===== config.mk =====
export PLATFORM = sky130hd
export DESIGN_NAME = pwm_comp_out
export DESIGN_NICKNAME = d
export VERILOG_FILES = /design/src/rtl/pwm_out_pkg.sv /design/src/rtl/pwm_dead_ctrl.sv /design/src/rtl/pwm_mask_path.sv /design/src/rtl/pwm_comp_out.sv
export SDC_FILE = /design/constraint.sdc
export NUM_CORES = 1
export LEC_CHECK = 0
export BUFFER_PORTS_ARGS = -buffer_cell sky130_fd_sc_hd__buf_2
export CAP_MARGIN = 25
export CORE_MARGIN = 3
export CORE_UTILIZATION = 45
export DETAILED_ROUTE_END_ITERATION = 10
export PLACE_DENSITY = 0.72
export SLEW_MARGIN = 20
export SYNTH_ARGS = -nofsm -noshare
export SYNTH_HDL_FRONTEND = slang
export SYNTH_SLANG_ARGS = --single-unit
export TNS_END_PERCENT = 10

===== constraint.sdc =====
create_clock -name clk -period 1.9 [get_ports clk]
set_clock_uncertainty 0.1 [all_clocks]
set_input_delay 0.285 -clock clk [delete_from_list [all_inputs] [get_ports clk]]
set_output_delay 0.285 -clock clk [all_outputs]
set_load 0.1 [all_outputs]

===== src/rtl/pwm_out_pkg.sv =====
package pwm_out_pkg;
  parameter int CNT_W  = 8;
  parameter int NUM_CH = 2;

  // Strobes from the dead-time control to the output datapath
  typedef struct packed {
    logic [NUM_CH-1:0] drive;   // shaped waveform per channel
    logic              inDead;  // a dead-time window is running
  } pwmStrobe_t;
endpackage


===== src/rtl/pwm_dead_ctrl.sv =====
module pwm_dead_ctrl
  import pwm_out_pkg::*;
#(
  parameter int CW = CNT_W
) (
  input  logic          clk,
  input  logic          rstN,
  input  logic          pwmIn,
  input  logic          dtEn,
  input  logic [CW-1:0] dtCount,
  output pwmStrobe_t    strb
);
  logic          lvlQ;
  logic [CW-1:0] cntQ;
  logic          dtOn;
  logic          changing;
  logic          settled;

  assign dtOn     = dtEn && (dtCount != '0);
  assign changing = (pwmIn != lvlQ);
  assign settled  = !changing && (cntQ == '0);

  // Track the last seen level and count down the window after each change
  always_ff @(posedge clk or negedge rstN) begin
    if (!rstN) begin
      lvlQ <= 1'b0;
      cntQ <= '0;
    end else if (!dtOn) begin
      lvlQ <= pwmIn;
      cntQ <= '0;
    end else if (changing) begin
      lvlQ <= pwmIn;
      cntQ <= dtCount - 1'b1;
    end else if (cntQ != '0) begin
      cntQ <= cntQ - 1'b1;
    end
  end

  always_comb begin
    strb = '0;
    if (!dtOn) begin
      strb.drive[0] = pwmIn;
      strb.drive[1] = !pwmIn;
    end else begin
      strb.drive[0] = settled && lvlQ;
      strb.drive[1] = settled && !lvlQ;
      strb.inDead   = !settled;
    end
  end

  // in dead-time mode a channel only rises after a cycle with both drives low
  a_r3_gap_before_rise : assert property (@(posedge clk) disable iff (!rstN)
    (dtOn && $past(dtOn) && ($rose(strb.drive[0]) || $rose(strb.drive[1])))
      |-> ($past(strb.drive) == '0));
endmodule


===== src/rtl/pwm_mask_path.sv =====
module pwm_mask_path
  import pwm_out_pkg::*;
#(
  parameter int NCH = NUM_CH
) (
  input  logic           clk,
  input  logic           rstN,
  input  pwmStrobe_t     strb,
  input  logic [NCH-1:0] maskEn,
  input  logic [NCH-1:0] maskData,
  output logic [NCH-1:0] chOut
);
  for (genvar i = 0; i < NCH; i++) begin : g_ch
    always_ff @(posedge clk or negedge rstN) begin
      if (!rstN) chOut[i] <= 1'b0;
      else       chOut[i] <= maskEn[i] ? maskData[i] : strb.drive[i];
    end

    // an enabled override forces the stored level on the next edge
    a_r6_mask_force : assert property (@(posedge clk) disable iff (!rstN)
      ($past(rstN) && $past(maskEn[i])) |-> (chOut[i] == $past(maskData[i])));

    // an unforced channel stays low while a window runs
    a_r7_dead_visible : assert property (@(posedge clk) disable iff (!rstN)
      ($past(rstN) && $past(strb.inDead) && !$past(maskEn[i])) |-> !chOut[i]);
  end

  // outputs low under reset
  a_r1_reset_low : assert property (@(posedge clk) !rstN |-> (chOut == '0));

  // without overrides the pair never overlaps
  a_r4_no_overlap : assert property (@(posedge clk) disable iff (!rstN)
    (chOut[0] && chOut[1]) |-> ($past(maskEn) != '0));
endmodule


===== src/rtl/pwm_comp_out.sv =====
module pwm_comp_out
  import pwm_out_pkg::*;
#(
  parameter int CW = CNT_W
) (
  input  logic          clk,
  input  logic          rstN,
  input  logic          pwmIn,
  input  logic          dtEn,
  input  logic [CW-1:0] dtCount,
  input  logic [1:0]    maskEn,
  input  logic [1:0]    maskData,
  output logic          ch0,
  output logic          ch1
);
  pwmStrobe_t strb;
  logic [1:0] chOut;

  pwm_dead_ctrl #(.CW(CW)) u_ctrl (
    .clk     (clk),
    .rstN    (rstN),
    .pwmIn   (pwmIn),
    .dtEn    (dtEn),
    .dtCount (dtCount),
    .strb    (strb)
  );

  pwm_mask_path #(.NCH(2)) u_path (
    .clk      (clk),
    .rstN     (rstN),
    .strb     (strb),
    .maskEn   (maskEn),
    .maskData (maskData),
    .chOut    (chOut)
  );

  assign ch0 = chOut[0];
  assign ch1 = chOut[1];
endmodule


==> results.sh <==
export IMPL_met3_length_um=99
export IMPL_initial_core_util_pct=50.5
export IMPL_htreeDepth=1
export IMPL_setup_viol=1
export IMPL_numCtsBuffers=3
export IMPL_yosysSeqAreaShare_pct=39.4
export IMPL_dieHeight_um=45.4
export IMPL_globalplace_congestion=0.775
export IMPL_via_per_inst=5.81
export IMPL_period_needed_ns=1.94
export IMPL_hold_viol=0
export IMPL_synthMuxAreaShare_pct=7.17
export IMPL_synth_avg_cell_area_um2=10.6
export IMPL_tightestPinTransition_ns=0.485
export IMPL_rsz0062_at_grt="true"
export IMPL_cap_violations=0
export IMPL_grt_max_degree=12
export IMPL_synth_compound_area_share_pct=21.0
export IMPL_cp_required_ns=1.96
export IMPL_portBuffers=17
export IMPL_synth_common_cells="dfrtp_1 (11), nor2_1 (6), mux2i_1 (5), xnor2_1 (5)"
export IMPL_boundaryPins=18
export IMPL_peakVddDrop_v=0.000537
export IMPL_drt_pass1_iterations=4
export IMPL_hp_class="in -> reg"
export IMPL_yosys_area_top_type_share_pct=39.4
export IMPL_antenna_found_initial=0
export IMPL_relSlewSlack_pct=67.9
export IMPL_p_per_area_nw_per_um2=823
export IMPL_drtIter0Drc=8
export IMPL_critPathKind="reg -> reg"
export IMPL_area_growth_pct=43.2
export IMPL_layout_worst_path_cycle_share_pct=102
export IMPL_clkTransAtPathRegs_ns=0.07
export IMPL_post_drt_wl_per_cell_um=16.2
export IMPL_antenna_cells=0
export IMPL_fmax_ghz=0.516
export IMPL_die_x_um=45.4
export IMPL_start_kind="register"
export IMPL_yosysMostFrequentCell="dfrtp_1"
export IMPL_wl_met1_um=757
export IMPL_yosys_area_top_type="dfrtp_1"
export IMPL_worstHoldPathCells=2
export IMPL_synth_seq_cells=11
export IMPL_syn_inst=66
export IMPL_ys_warn_count=0
export IMPL_cts_tree="done"
export IMPL_synth_top_family_by_area="compound AO/OA/AOI/OAI gates"
export IMPL_wirelength_um=1880
export IMPL_synth_main_ff_cell="dfrtp_1"
export IMPL_grt_overflow=0
export IMPL_slew_violations=0
export IMPL_route_met2_wl_um=1000
export IMPL_num_rows=13
export IMPL_end_kind="register"
export IMPL_drc=0
export IMPL_clkLatencyLatePin_ns=0.27
export IMPL_yosys_area_share_simple_pct=16.7
export IMPL_synth_cell_type_count=31
export IMPL_status="finished with violations"
export IMPL_nets=119
export IMPL_final_setup_worst_slack_ns=-0.0368
export IMPL_synthesis_nets=83
export IMPL_die_area_um2=2060
export IMPL_synth_xor_area_share_pct=11.1
export IMPL_holdWs_ns=0.133
export IMPL_top_layer_used="met4"
export IMPL_synth_area_leaders="dfrtp_1 (39%), mux2i_1 (7.2%), xnor2_1 (6.3%), a211oi_1 (3.2%), nor2_1 (3.2%)"
export IMPL_cts_sinks=11
export IMPL_grt_pass1_vias=660
export IMPL_clock_path_buffers=2
export IMPL_power_total_mw=0.822
export IMPL_rr_worst_depth=7
export IMPL_postSynth_asyncResetShare_pct=100
export IMPL_cp_arrival_ns=1.99
export IMPL_fp_coreArea_um2=1380
export IMPL_antenna_left=0
export IMPL_cts_root_buf="clkbuf_4"
export IMPL_dp_hpwl_um=1320
export IMPL_leakage_nw=0.456
export IMPL_grt_usage_pct=20.2
export IMPL_crit_fanout=4
export IMPL_synth_edff_count=0
export IMPL_layout_drive_gt1_share_pct=51.5
export IMPL_grt_pass1_wl_um=2910
export IMPL_synth_fa_ha_area_share_pct=1.79
export IMPL_syn_area_um2=698
export IMPL_num_vias=674
export IMPL_violations="negative setup slack"
[final cells by class]
type                            count  area, um^2
Tap cell                           15        18.8
Inverter                            2        7.51
Multi-Input combinational cell     50         455
Sequential cell                    11         277
Fill cell                          98         383
Clock buffer                        4        26.3
Timing Repair Buffer               34         215
[power by group]
part	switching [mW]	total [mW]	internal [mW]
registers	0.0248	0.295	0.270
logic	0.186	0.365	0.179
clock network	0.0811	0.163	0.0815
total	0.292	0.822	0.530
[per-layer routing]
| metal | GRT usage [%] | vias to the layer above |
|---|---|---|
| li1 | - | 319 |
| met1 | 23.0 | 335 |
| met2 | 35.4 | 16 |
| met3 | 5.93 | 4 |
| met4 | 7.02 | 0 |
| met5 | 0 | - |
[path summary, 6_finish.rpt]
kind	startpoint	endpoint	slack [ns]
max	u_ctrl.lvlQ	u_ctrl.cntQ[6]	-0.04
min	maskData[0]	u_path.chOut[0]	0.13
max reg2reg	u_ctrl.lvlQ	u_ctrl.cntQ[6]	-0.04
min reg2reg	u_ctrl.cntQ[5]	u_ctrl.cntQ[5]	0.53
max in group asynchronous	rstN	u_ctrl.lvlQ	1.16
min in group asynchronous	rstN	u_ctrl.cntQ[4]	0.31
[flip-flops by register name, summed over array words and instances (netlist names)]
| name | count |
|---|---|
| u_ctrl.cntQ | 8 |
| u_path.chOut | 2 |
| u_ctrl.lvlQ | 1 |
[cell usage in the layout, fill, tap and decap left out, types with 2 or more instances in the layout]
| cell type | synthesis | routed |
|---|---|---|
| buf_2 | 1 | 17 |
| buf_4 | 0 | 16 |
| dfrtp_1 | 11 | 10 |
| nor2_1 | 6 | 6 |
| xnor2_1 | 5 | 5 |
| mux2i_1 | 5 | 4 |
| or3_1 | 3 | 3 |
| clkbuf_4 | 0 | 3 |
| a22o_1 | 2 | 2 |
| xor2_1 | 2 | 2 |
| a211oi_1 | 3 | 2 |
| nor3_1 | 3 | 2 |
| nor3b_2 | 0 | 2 |
[cell families (layout without fill, tap and decap cells)]
group | after synthesis | count (layout)
muxes | 5 | 5
DFF | 11 | 11
xor gates and xnor gates | 8 | 8
AOI/OAI and AO/OA | 16 | 16
and+or+nand+nor | 20 | 20
buffers and inverters | 5 | 40
adders and majority gates | 1 | 1
[critical path, stage by stage, from the launching register on]
cell      delay (ns)
dfrtp_2         0.44
xor2_4          0.20
mux2i_2         0.27
ha_2            0.24
inv_2           0.07
o31a_1          0.30
nor3_2          0.15
a211oi_2        0.05
[stage by stage]
stage          area, um^2  util [%]  setup slack (ns)  TNS [ns]  cells
2_1_floorplan         713         -           -0.0272   -0.0272     66
3_3_place_gp          887      64.2           0.00962         0    106
3_5_place_dp          887      64.2           -0.0594    -0.100    106
4_1_cts               973      70.4          -0.00660  -0.00660    115
5_1_grt              1000      72.3            -0.132    -0.184    116
6_report             1000      72.3           -0.0368   -0.0368    116
[repair_timing]
action	CTS	global route
gates resized for setup	4	3
hold buffers	1	0
pin swaps	2	3
hold endpoints to repair	11	0
endpoints found under the setup margin	2	2
buffers inserted	4	1
Power figures use the tool's default switching activity.
